### config.mk
export PLATFORM = sky130hd
export DESIGN_NAME = chain_poll_responder
export DESIGN_NICKNAME = d
export VERILOG_FILES = /design/src/rtl/poll_pkg.sv /design/src/rtl/poll_prescaler.sv /design/src/rtl/poll_phase.sv /design/src/rtl/poll_line_select.sv /design/src/rtl/chain_poll_responder.sv
export SDC_FILE = /design/constraint.sdc
export NUM_CORES = 1
export LEC_CHECK = 0
export ABC_AREA = 0
export ABC_CLOCK_PERIOD_IN_PS = 2340
export BUFFER_PORTS_ARGS = -buffer_cell sky130_fd_sc_hd__clkbuf_2
export CAP_MARGIN = 15
export CORE_MARGIN = 5
export CORE_UTILIZATION = 50
export CTS_CLUSTER_DIAMETER = 60
export DETAILED_ROUTE_END_ITERATION = 7
export PLACE_DENSITY = 0.79
export SETUP_SLACK_MARGIN = 0.4
export SLEW_MARGIN = 20
export SYNTH_ARGS = -nofsm -noshare
export SYNTH_HDL_FRONTEND = slang
export SYNTH_SLANG_ARGS = --single-unit
### constraint.sdc
create_clock -name clk -period 2.34 [get_ports clk]
set_clock_uncertainty 0.1 [all_clocks]
set_input_delay 0.351 -clock clk [delete_from_list [all_inputs] [get_ports clk]]
set_output_delay 0.351 -clock clk [all_outputs]
set_load 0.05 [all_outputs]
### src/rtl/poll_pkg.sv
package poll_pkg;

  // Half period of a 1 kHz square wave, in clock cycles (never below 1).
  function automatic int unsigned half_period(input int unsigned clk_hz);
    int unsigned h;
    h = clk_hz / 2000;
    return (h < 1) ? 1 : h;
  endfunction

  // Counter width able to hold 0 .. half-1.
  function automatic int unsigned count_width(input int unsigned half);
    return (half < 2) ? 1 : $clog2(half);
  endfunction

  // What an idle device sends: pass-through, high, or the toggle phase.
  function automatic logic idle_value(input logic is_top, input logic lvl,
                                      input logic upstream, input logic phase);
    if (!is_top) return upstream;
    return lvl ? 1'b1 : phase;
  endfunction

endpackage

### src/rtl/poll_prescaler.sv
module poll_prescaler #(
  parameter int unsigned CLK_HZ = 100_000_000
) (
  input  logic clk,
  input  logic rst_n,
  input  logic run,
  output logic tick
);
  import poll_pkg::*;

  localparam int unsigned HALF = half_period(CLK_HZ);
  localparam int unsigned CW   = count_width(HALF);
  localparam logic [CW-1:0] LAST = CW'(HALF - 1);

  logic [CW-1:0] cnt_q;

  assign tick = run && (cnt_q == LAST);

  always_ff @(posedge clk or negedge rst_n) begin
    if (!rst_n)      cnt_q <= '0;
    else if (!run)   cnt_q <= '0;
    else if (tick)   cnt_q <= '0;
    else             cnt_q <= cnt_q + 1'b1;
  end

  // every poll begins from a cleared prescaler
  assert_restart_clear_R6: assert property (@(posedge clk) disable iff (!rst_n)
    $rose(run) |-> (cnt_q == '0));

  // the counter never passes the half-period limit
  assert_count_bound_R5: assert property (@(posedge clk) disable iff (!rst_n)
    cnt_q <= LAST);

endmodule

### src/rtl/poll_phase.sv
module poll_phase (
  input  logic clk,
  input  logic rst_n,
  input  logic run,
  input  logic tick,
  output logic phase
);
  always_ff @(posedge clk or negedge rst_n) begin
    if (!rst_n)     phase <= 1'b1;
    else if (!run)  phase <= 1'b1;
    else if (tick)  phase <= ~phase;
  end

  // a tick during a poll flips the phase on the next edge
  assert_tick_flips_R5: assert property (@(posedge clk) disable iff (!rst_n)
    (run && tick) |=> (!run || (phase != $past(phase))));

  // without a tick the phase holds
  assert_phase_holds_R5: assert property (@(posedge clk) disable iff (!rst_n)
    (run && !tick) |=> (!run || $stable(phase)));

  // each poll starts with the phase high
  assert_phase_start_R6: assert property (@(posedge clk) disable iff (!rst_n)
    $rose(run) |-> phase);

endmodule

### src/rtl/poll_line_select.sv
module poll_line_select (
  input  logic poll_active,
  input  logic busy_local,
  input  logic top_strap,
  input  logic level_mode,
  input  logic upstream_in,
  input  logic phase,
  output logic line_out,
  output logic line_oe
);
  import poll_pkg::*;

  always_comb begin
    line_oe = poll_active;
    if (!poll_active)    line_out = 1'b1;
    else if (busy_local) line_out = 1'b0;
    else                 line_out = idle_value(top_strap, level_mode, upstream_in, phase);
  end

endmodule

### src/rtl/chain_poll_responder.sv
module chain_poll_responder #(
  parameter int unsigned CLK_HZ = 100_000_000
) (
  input  logic clk,
  input  logic rst_n,
  input  logic poll_active,
  input  logic busy_local,
  input  logic top_strap,
  input  logic level_mode,
  input  logic upstream_in,
  output logic sdo_out,
  output logic sdo_oe
);

  logic tick_w;
  logic phase_w;

  poll_prescaler #(.CLK_HZ(CLK_HZ)) u_prescaler (
    .clk   (clk),
    .rst_n (rst_n),
    .run   (poll_active),
    .tick  (tick_w)
  );

  poll_phase u_phase (
    .clk   (clk),
    .rst_n (rst_n),
    .run   (poll_active),
    .tick  (tick_w),
    .phase (phase_w)
  );

  poll_line_select u_select (
    .poll_active (poll_active),
    .busy_local  (busy_local),
    .top_strap   (top_strap),
    .level_mode  (level_mode),
    .upstream_in (upstream_in),
    .phase       (phase_w),
    .line_out    (sdo_out),
    .line_oe     (sdo_oe)
  );

  // a busy device pulls the line low
  assert_busy_low_R2: assert property (@(posedge clk) disable iff (!rst_n)
    (poll_active && busy_local) |-> !sdo_out);

  // an idle device below the top forwards the upstream line
  assert_forward_R3: assert property (@(posedge clk) disable iff (!rst_n)
    (poll_active && !busy_local && !top_strap) |-> (sdo_out == upstream_in));

  // idle top device in level mode holds high (R1 level encoding)
  assert_level_high_R4: assert property (@(posedge clk) disable iff (!rst_n)
    (poll_active && !busy_local && top_strap && level_mode) |-> sdo_out);

  // outside a poll the line is released
  assert_released_R7: assert property (@(posedge clk) disable iff (!rst_n)
    !poll_active |-> (!sdo_oe && sdo_out));

  // during a poll the line is driven
  assert_driven_R7: assert property (@(posedge clk) disable iff (!rst_n)
    poll_active |-> sdo_oe);

endmodule

==> results.cfg <==
[finish]
multi_input_area_um2 = 413
layout-drive-gt1-share_pct = 21.9
num_antenna_cells = 0
seq_area_um2 = 427
synthToLayoutAreaGrowth_pct = 15.3
fillCellCount = 159
layout_common_cells = nor2_1, dfrtp_1, xnor2_1
mostFrequentLayoutCell = nor2_1
finish.net_count = 114

[critical_path]
critPathLaunchType = register
critPathCaptureType = register
crit_fanout = 3
path_class = register to register
timing.rr.start = u_prescaler.cnt_q[13]
cp-startpoint = u_prescaler.cnt_q[13]
cp.required_ns = 2.42
cp.arrival_ns = 2.03

[global_route]
grt_pass1_vias = 655
antenna_found_initial = 0
grt_max_degree = 18
grt_pass1_wl_mm = 2.90
overflow = 0
grt_use_total_pct = 15.0

[synth]
ys_ff_latch = 17
yosysSeqAreaShare_pct = 49.1
yosys_warnings = 0
syn_inst = 88
synth.net_count = 96
avgSynthCellArea_um2 = 9.87
synth.distinct_cells = 23
synthesis.area_um2 = 868

[clocking]
numClockSinks = 17
clk_path_buf_depth = 2
cts-buffers-inserted = 3
root_buffer = clkbuf_4
clock_latency_ns = 0.28
cts_tree = built
ctsHtreeMaxLevel = 1
path_clk_slew_ns = 0.09

[floorplanning]
core_area_um2 = 1690
die_y_um = 51.7
start_util_pct = 51.4
io_pins = 9
fp.dieW_um = 51.7
num_rows = 15
die_area_um2 = 2670

[route]
routed_wl_mm = 1.70
dr.pass1.iters = 4
drtAntennaViolNets = 0
dr_total_vias = 674
post-route-drc-count = 0
vias_per_cell = 5.52
drt-initial-drc-count = 13
wl_per_cell_um = 13.9

[timing]
worst_pin_slew_ns = 0.423
setup_tns_ns = 0
rsz0062_at_grt = yes
fmax_ghz = 0.514
finalHoldViolations = 0
slew_headroom_pct = 71.8
finalSetupViolations = 0
fin_crit_sh_pct = 83.2
fin_crit_ns = 1.95
report.final.slew_viol_count = 0

[pwr]
power_density_nw_per_um2 = 487
power_mw = 0.488
leakagePower_nw = 0.415
irDropWorstVdd_mv = 0.322

[place]
port_buffers = 8
gp_congestion = 0.834
dpl.hpwl_mm = 1.17

[worst_hold_path]
hp-start = poll_active
hold_path.class = input port to register

[outcome]
status = complete, no violations

[job]
drv_cap = 0
[power breakdown]
part | internal (mW) | switching (mW) | total [mW] | leakage, nW
Clock | 0.0663 | 0.0849 | 0.151 | 0.0150
Sequential | 0.298 | 0.00411 | 0.302 | 0.232
Combinational | 0.0113 | 0.0232 | 0.0345 | 0.168
[per-layer routing]
| layer | routed length (um) | GRT usage [%] |
|---|---|---|
| met1 | 713 | 16.0 |
| met2 | 889 | 27.3 |
| met3 | 87 | 6.59 |
| met4 | 8 | 2.62 |
| met5 | 0 | 0 |
[metrics by stage]
step | util [%] | setup WS, ns | area (um2) | instances | hold WS, ns
floorplan | - | 0.422 | 868 | 88 | -0.0446
global placement | 53.9 | 0.414 | 911 | 111 | 0.198
detailed placement | 53.9 | 0.393 | 911 | 111 | 0.203
CTS | 58.4 | 0.407 | 986 | 120 | 0.219
global route | 59.3 | 0.362 | 1000 | 122 | 0.252
finish | 59.3 | 0.394 | 1000 | 122 | 0.231
[flip-flops by register name (all words and copies together) (netlist names)]
name	count
u_phase.phase	1
u_prescaler.cnt_q	16
[cell usage after synthesis]
| cell type | count | area (um2) |
|---|---|---|
| or4b_4 | 1 | 13.8 |
| clkbuf_1 | 1 | 3.75 |
| and2_1 | 1 | 6.26 |
| nand2_1 | 4 | 15.0 |
| nand4b_1 | 1 | 8.76 |
| nor2_1 | 19 | 71.3 |
| inv_1 | 3 | 11.3 |
| nor4_1 | 3 | 18.8 |
| nor3_1 | 4 | 20.0 |
| buf_8 | 1 | 15.0 |
| and3_2 | 1 | 7.51 |
| nand4_1 | 5 | 31.3 |
| or4b_1 | 1 | 10.0 |
| nand2_4 | 1 | 11.3 |
| nand3_1 | 5 | 25.0 |
| buf_4 | 1 | 7.51 |
| ha_1 | 1 | 12.5 |
| dfrtp_1 | 16 | 400 |
| xnor2_1 | 12 | 105 |
| xor2_1 | 3 | 26.3 |
| or4_4 | 1 | 11.3 |
| o21ai_0 | 2 | 10.0 |
| dfstp_2 | 1 | 26.3 |
[path summary, 6_finish.rpt]
kind | end | slack (ns) | cells after the start
max | u_prescaler.cnt_q[1] | 0.39 | 3
min | u_phase.phase | 0.23 | 2
max reg2reg | u_prescaler.cnt_q[1] | 0.39 | 3
min reg2reg | u_prescaler.cnt_q[0] | 0.39 | 1
max in group asynchronous | u_phase.phase | 1.38 | 2
min in group asynchronous | u_prescaler.cnt_q[3] | 0.43 | 2
[layout make-up]
class | instances | share of cell area [%]
clock buffer | 4 | 2.63
inverter | 3 | 1.13
multi-input combinational | 65 | 41.3
sequential | 17 | 42.6
tap | 17 | 2.13
timing repair buffer | 16 | 10.2
[what timing repair did]
action / 4_1_cts / 5_1_grt
hold buffers: 1 / 0
gates resized for setup: 1 / 0
setup endpoints to repair: 15 / 15
setup buffers: 4 / 2
endpoints found under the hold margin: 16 / 0
pin swaps: 1 / 2
[cells by family (layout without fill, tap and decap cells)]
family | Yosys count | count (layout) | share of synthesized area, %
and+or+nand+nor | 47 | 47 | 28.8
DFF | 17 | 17 | 49.1
xor gates and xnor gates | 15 | 15 | 15.1
buffers and inverters | 6 | 23 | 4.32
AOI/OAI and AO/OA | 2 | 2 | 1.15
adders and majority gates | 1 | 1 | 1.44
[critical path, cell delays in order (launching register included)]
cell,delay [ns]
dfrtp_1,0.40
or4b_4,0.52
or4_4,0.59
and3_2,0.24
Power figures use the tool's default switching activity.
